==> src/rtl/lsa_pkg.sv <==
package lsa_pkg;

   typedef enum logic [1:0] {
      SZ_BYTE = 2'b00,
      SZ_HALF = 2'b01,
      SZ_WORD = 2'b10,
      SZ_DBL  = 2'b11
   } lsa_size_e;

   typedef enum logic [1:0] {
      ST_IDLE  = 2'd0,
      ST_BEAT0 = 2'd1,
      ST_BEAT1 = 2'd2,
      ST_FIN   = 2'd3
   } lsa_state_e;

   // number of bytes moved by a size code
   function automatic int size_bytes(input logic [1:0] sz);
      return 1 << int'(sz);
   endfunction

endpackage

==> src/rtl/lsa_store_steer.sv <==
// Places the low N bytes of the store value onto a two-doubleword lane
// window starting at the byte offset; upper half belongs to the second beat.
module lsa_store_steer #(
   parameter  int DW   = 64,
   localparam int NB   = DW / 8,
   localparam int OFFW = $clog2(NB)
) (
   input  logic [OFFW-1:0] off,
   input  logic [1:0]      size,
   input  logic [DW-1:0]   wdata,
   output logic [NB-1:0]   be_lo,
   output logic [NB-1:0]   be_hi,
   output logic [DW-1:0]   wd_lo,
   output logic [DW-1:0]   wd_hi
);
   import lsa_pkg::*;

   logic [2*NB-1:0] win_be;
   logic [2*DW-1:0] win_wd;
   int              nbytes;

   assign nbytes = size_bytes(size);

   for (genvar i = 0; i < 2*NB; i++) begin : g_lane
      logic [OFFW-1:0] src;
      logic            hit;
      assign src = OFFW'(i) - off;
      assign hit = (i >= int'(off)) && ((i - int'(off)) < nbytes);
      assign win_be[i]         = hit;
      assign win_wd[8*i +: 8]  = hit ? wdata[8*src +: 8] : 8'h00;
   end

   assign be_lo = win_be[NB-1:0];
   assign be_hi = win_be[2*NB-1:NB];
   assign wd_lo = win_wd[DW-1:0];
   assign wd_hi = win_wd[2*DW-1:DW];

endmodule

==> src/rtl/lsa_load_merge.sv <==
// Extracts N bytes from a two-doubleword window at the byte offset and
// extends them to the full width.
module lsa_load_merge #(
   parameter  int DW   = 64,
   localparam int NB   = DW / 8,
   localparam int OFFW = $clog2(NB)
) (
   input  logic [OFFW-1:0] off,
   input  logic [1:0]      size,
   input  logic            uns,
   input  logic [DW-1:0]   win_lo,
   input  logic [DW-1:0]   win_hi,
   output logic [DW-1:0]   value
);
   import lsa_pkg::*;

   logic [2*DW-1:0] window;
   logic [DW-1:0]   raw;
   logic            sgn;
   logic [7:0]      fill;
   int              nbytes;

   assign window = {win_hi, win_lo};
   assign nbytes = size_bytes(size);

   for (genvar j = 0; j < NB; j++) begin : g_pick
      logic [OFFW:0] idx;
      assign idx = (OFFW+1)'(j) + {1'b0, off};
      assign raw[8*j +: 8] = window[8*idx +: 8];
   end

   always_comb begin
      case (lsa_size_e'(size))
         SZ_BYTE: sgn = raw[7];
         SZ_HALF: sgn = raw[15];
         SZ_WORD: sgn = raw[31];
         default: sgn = raw[DW-1];
      endcase
   end

   assign fill = uns ? 8'h00 : {8{sgn}};

   for (genvar j = 0; j < NB; j++) begin : g_ext
      assign value[8*j +: 8] = (j < nbytes) ? raw[8*j +: 8] : fill;
   end

endmodule

==> src/rtl/lsa_seq.sv <==
// Request capture and beat sequencing.
module lsa_seq #(
   parameter int AW = 16,
   parameter int DW = 64
) (
   input  logic              clk,
   input  logic              rst_n,
   input  logic              req_valid,
   input  logic              req_store,
   input  logic [1:0]        req_size,
   input  logic              req_unsigned,
   input  logic [AW-1:0]     req_addr,
   input  logic [DW-1:0]     req_wdata,
   input  logic              split,
   input  logic [DW-1:0]     mem_rdata,
   output lsa_pkg::lsa_state_e st,
   output logic              h_store,
   output logic [1:0]        h_size,
   output logic              h_uns,
   output logic [AW-1:0]     h_addr,
   output logic [DW-1:0]     h_wdata,
   output logic [DW-1:0]     beat0_q
);
   import lsa_pkg::*;

   always_ff @(posedge clk or negedge rst_n) begin
      if (!rst_n) begin
         st      <= ST_IDLE;
         h_store <= 1'b0;
         h_size  <= 2'b00;
         h_uns   <= 1'b0;
         h_addr  <= '0;
         h_wdata <= '0;
         beat0_q <= '0;
      end else begin
         case (st)
            ST_IDLE: begin
               if (req_valid) begin
                  h_store <= req_store;
                  h_size  <= req_size;
                  h_uns   <= req_unsigned;
                  h_addr  <= req_addr;
                  h_wdata <= req_wdata;
                  st      <= ST_BEAT0;
               end
            end
            ST_BEAT0: st <= split ? ST_BEAT1 : ST_FIN;
            ST_BEAT1: begin
               beat0_q <= mem_rdata;
               st      <= ST_FIN;
            end
            default:  st <= ST_IDLE;
         endcase
      end
   end

endmodule

==> src/rtl/lsa_unit.sv <==
module lsa_unit #(
   parameter int AW        = 16,
   parameter int DW        = 64,
   parameter bit GATE_IDLE = 1'b1
) (
   input  logic              clk,
   input  logic              rst_n,
   input  logic              req_valid,
   input  logic              req_store,
   input  logic [1:0]        req_size,
   input  logic              req_unsigned,
   input  logic [AW-1:0]     req_addr,
   input  logic [DW-1:0]     req_wdata,
   output logic              busy,
   output logic              done,
   output logic [DW-1:0]     ld_data,
   output logic              mem_en,
   output logic              mem_we,
   output logic [AW-1:0]     mem_addr,
   output logic [DW/8-1:0]   mem_be,
   output logic [DW-1:0]     mem_wdata,
   input  logic [DW-1:0]     mem_rdata
);
   import lsa_pkg::*;

   localparam int NB   = DW / 8;
   localparam int OFFW = $clog2(NB);

   if (DW != 64) begin : g_bad_dw
      $error("lsa_unit: DW must be 64 for doubleword accesses");
   end
   if (AW <= OFFW) begin : g_bad_aw
      $error("lsa_unit: AW must exceed the byte-offset width");
   end

   lsa_state_e        st;
   logic              h_store, h_uns, split;
   logic [1:0]        h_size;
   logic [AW-1:0]     h_addr, base;
   logic [DW-1:0]     h_wdata, beat0_q, ld_value, win_lo, win_hi;
   logic [NB-1:0]     be_lo, be_hi;
   logic [DW-1:0]     wd_lo, wd_hi;
   logic              second;

   lsa_seq #(.AW(AW), .DW(DW)) u_seq (
      .clk(clk), .rst_n(rst_n),
      .req_valid(req_valid), .req_store(req_store), .req_size(req_size),
      .req_unsigned(req_unsigned), .req_addr(req_addr), .req_wdata(req_wdata),
      .split(split), .mem_rdata(mem_rdata),
      .st(st), .h_store(h_store), .h_size(h_size), .h_uns(h_uns),
      .h_addr(h_addr), .h_wdata(h_wdata), .beat0_q(beat0_q)
   );

   lsa_store_steer #(.DW(DW)) u_steer (
      .off(h_addr[OFFW-1:0]), .size(h_size), .wdata(h_wdata),
      .be_lo(be_lo), .be_hi(be_hi), .wd_lo(wd_lo), .wd_hi(wd_hi)
   );

   assign split  = |be_hi;
   assign win_lo = split ? beat0_q : mem_rdata;
   assign win_hi = split ? mem_rdata : '0;

   lsa_load_merge #(.DW(DW)) u_merge (
      .off(h_addr[OFFW-1:0]), .size(h_size), .uns(h_uns),
      .win_lo(win_lo), .win_hi(win_hi), .value(ld_value)
   );

   assign base   = {h_addr[AW-1:OFFW], {OFFW{1'b0}}};
   assign second = (st == ST_BEAT1);
   assign busy   = (st != ST_IDLE);
   assign done   = (st == ST_FIN);
   assign mem_en = (st == ST_BEAT0) || second;
   assign mem_we = mem_en && h_store;
   assign mem_addr = second ? base + AW'(NB) : base;
   assign mem_be   = mem_en ? (second ? be_hi : be_lo) : '0;

   if (GATE_IDLE) begin : g_gated
      assign mem_wdata = mem_we ? (second ? wd_hi : wd_lo) : '0;
      assign ld_data   = (done && !h_store) ? ld_value : '0;
   end else begin : g_open
      assign mem_wdata = second ? wd_hi : wd_lo;
      assign ld_data   = ld_value;
   end

endmodule

==> config.mk <==
export PLATFORM = sky130hd
export DESIGN_NAME = lsa_unit
export DESIGN_NICKNAME = d
export VERILOG_FILES = /design/src/rtl/lsa_pkg.sv /design/src/rtl/lsa_store_steer.sv /design/src/rtl/lsa_load_merge.sv /design/src/rtl/lsa_seq.sv /design/src/rtl/lsa_unit.sv
export SDC_FILE = /design/constraint.sdc
export NUM_CORES = 1
export LEC_CHECK = 0
export BUFFER_PORTS_ARGS = -buffer_cell sky130_fd_sc_hd__buf_2
export CAP_MARGIN = 20
export CORE_MARGIN = 2
export CORE_UTILIZATION = 58
export DETAILED_ROUTE_END_ITERATION = 16
export PLACE_DENSITY = 0.81
export SLEW_MARGIN = 20
export SYNTH_ARGS = -nofsm -noshare
export SYNTH_HDL_FRONTEND = slang
export SYNTH_HIERARCHICAL = 1
export SYNTH_SLANG_ARGS = --single-unit
==> constraint.sdc <==
create_clock -name clk -period 7.25 [get_ports clk]
set_input_delay 0.3625 -clock clk [delete_from_list [all_inputs] [get_ports clk]]
set_output_delay 0.3625 -clock clk [all_outputs]
set_load 0.02 [all_outputs]
==> impl_metrics.json <==
{
  "synthToLayoutAreaGrowth_pct": 12.0,
  "grt_setup_unrepaired": "no",
  "grt_pass1_vias": 13000,
  "numCtsBuffers": 17,
  "hpwl_um": 37400,
  "criticalPathCategory": "reg2out",
  "timing.final.hold_violations": 0,
  "layout-drive-gt1-share_pct": 43.4,
  "syn_inst": 1606,
  "status": "finished clean",
  "synth.avg_cell_area_um2": 10.3,
  "syn_area_um2": 16500,
  "grt_max_degree": 85,
  "cp-start-kind": "flip-flop",
  "max_stage_delay_ns": 0.84,
  "wire_per_inst_um": 23.2,
  "relSlewSlack_pct": 30.4,
  "finalSetupViolations": 0,
  "grt_usage_pct": 34.1,
  "min_period_over_period_pct": 96.3,
  "min_path_type": "in2reg",
  "gp_congestion": 1.03,
  "antenna_found_initial": 13,
  "critPathCaptureType": "output pin",
  "crit_top_cell": "buf_4",
  "layout.nets": 1996,
  "drc": 0,
  "crit_family": "compound AO/OA/AOI/OAI gates",
  "core_area_um2": 27900,
  "required_ns": 6.89,
  "die_area_um2": 29800,
  "setup-tns-final_ns": 0,
  "start_util_pct": 59.1,
  "clkTransAtPathRegs_ns": 0.07,
  "rows": 61,
  "htreeDepth": 4,
  "cts_buffer_depth": 2,
  "cts_tree": "yes",
  "viasPerCell": 6.31,
  "ios": 307,
  "finClkSkew_ns": 0.00558,
  "clk-insertion-delay-late_ns": 0.44,
  "wl_um": 51100,
  "numClockSinks": 150,
  "cp_num_buf_inv": 4,
  "drt-initial-drc-count": 1687,
  "worstMarginPinSlew_ns": 1.04,
  "vias": 13900,
  "die_h_um": 172,
  "max_freq_ghz": 0.143,
  "finalCriticalPeriod_ns": 6.98,
  "synth-warning-count": 6,
  "dr.pass1.iters": 5,
  "critPathSlowestCell": "a211oi_1",
  "grt_pass1_wl_um": 76700,
  "cp_cell_sequence": "buf_4, ha_1, nand2b_1, a21oi_1, o31ai_2, inv_1, nor4_1, nand2_4, buf_4, mux2_1, mux4_2, a211oi_1, o21ai_2, and2_1, buf_2",
  "maxCapViolCount": 0,
  "io_buffers": 303,
  "slew_viol_final": 0,
  "critical_path_arrival_ns": 6.62,
  "cts-root-buf": "clkbuf_16",
  "globalRoute.totalOverflow": 0,
  "path_max_fanout": 48,
  "die_w_um": 172,
  "ant_nets": 0
}
==> state kept, by name, indices dropped and copies added, names as in the netlist <==
| name | flops |
|---|---|
| u_seq/beat0_q | 64 |
| u_seq/h_addr | 16 |
| u_seq/h_size | 2 |
| u_seq/h_store | 1 |
| u_seq/h_uns | 1 |
| u_seq/h_wdata | 64 |
| u_seq/st | 2 |
==> repair_timing <==
action                                 CTS  global route
hold buffers                             1             0
endpoints found under the hold margin   66             0
setup endpoints to repair                0            19
buffers inserted                         0             4
gates resized for setup                  0             1
==> cells in the final DEF, fill, tap and decap left out, types with 16 or more instances in the layout <==
master / instances
a211oi_1: 22
a21oi_1: 44
and2_1: 128
buf_2: 302
buf_4: 23
clkbuf_16: 17
dfrtp_1: 147
ha_1: 37
inv_1: 52
mux2_2: 191
mux2_4: 100
mux2i_1: 163
mux4_2: 93
nand2_1: 59
nand3_1: 16
nor2_1: 212
o21ai_0: 18
==> worst reg2reg max path: stages (launching register included) <==
cell and delay (ns):
dfrtp_4 0.64, buf_4 0.65, ha_1 0.34, nand2b_1 0.20, a21oi_1 0.13, o31ai_2 0.63
inv_1 0.14, nor4_1 0.50, nand2_4 0.39, inv_1 0.22, a21oi_1 0.09, o31ai_1 0.25
==> layout make-up <==
| type | count | area [um2] |
|---|---|---|
| Multi-Input combinational cell | 1254 | 11700 |
| Clock inverter | 13 | 116 |
| Tap cell | 378 | 473 |
| Sequential cell | 150 | 3760 |
| Fill cell | 2112 | 9420 |
| Timing Repair Buffer | 330 | 1760 |
| Inverter | 53 | 199 |
| Antenna cell | 8 | 20.0 |
| Clock buffer | 19 | 443 |
==> per-stage QoR <==
| stage | worst slack (ns) | utilization [%] | area [um2] | cells | hold slack (ns) |
|---|---|---|---|---|---|
| 3_5_place_dp | 0.825 | 63.8 | 17800 | 2159 | 0.411 |
| 6_report | 0.267 | 66.2 | 18400 | 2205 | 0.149 |
| 3_3_place_gp | 0.910 | 63.8 | 17800 | 2159 | 0.407 |
| 2_1_floorplan | 1.29 | - | 16500 | 1608 | 0.0669 |
| 5_1_grt | 0.0633 | 66.2 | 18400 | 2201 | 0.138 |
| 4_1_cts | 0.333 | 65.8 | 18300 | 2192 | 0.142 |
==> routing by layer <==
layer	vias to the layer above	wire, um	global-route usage (%)
met2	782	23200	53.5
met4	10	2490	15.1
met3	150	4910	7.99
met1	6798	20400	45.1
met5	-	62	0
li1	6173	-	-
==> final timing paths <==
path,startpoint,end,slack [ns],depth (start not counted)
min in group asynchronous,rst_n,u_seq/h_addr[8]$_DFFE_PN0P_,0.48,2
hold / removal,req_wdata[51],u_seq/h_wdata[51]$_DFFE_PN0P_,0.15,2
setup reg to reg,u_seq/h_addr[1]$_DFFE_PN0P_,u_seq/st[0]$_DFFE_PN0P_,2.98,11
setup / recovery,u_seq/h_addr[1]$_DFFE_PN0P_,ld_data[46],0.27,15
hold reg to reg,u_seq/beat0_q[61]$_DFFE_PN0N_,u_seq/beat0_q[61]$_DFFE_PN0N_,0.50,1
max in group asynchronous,rst_n,u_seq/h_addr[1]$_DFFE_PN0P_,5.48,3
Power is left out: the tool's default activity adds up to more than one toggle a clock period on the data nets, which glitch-free logic cannot reach.
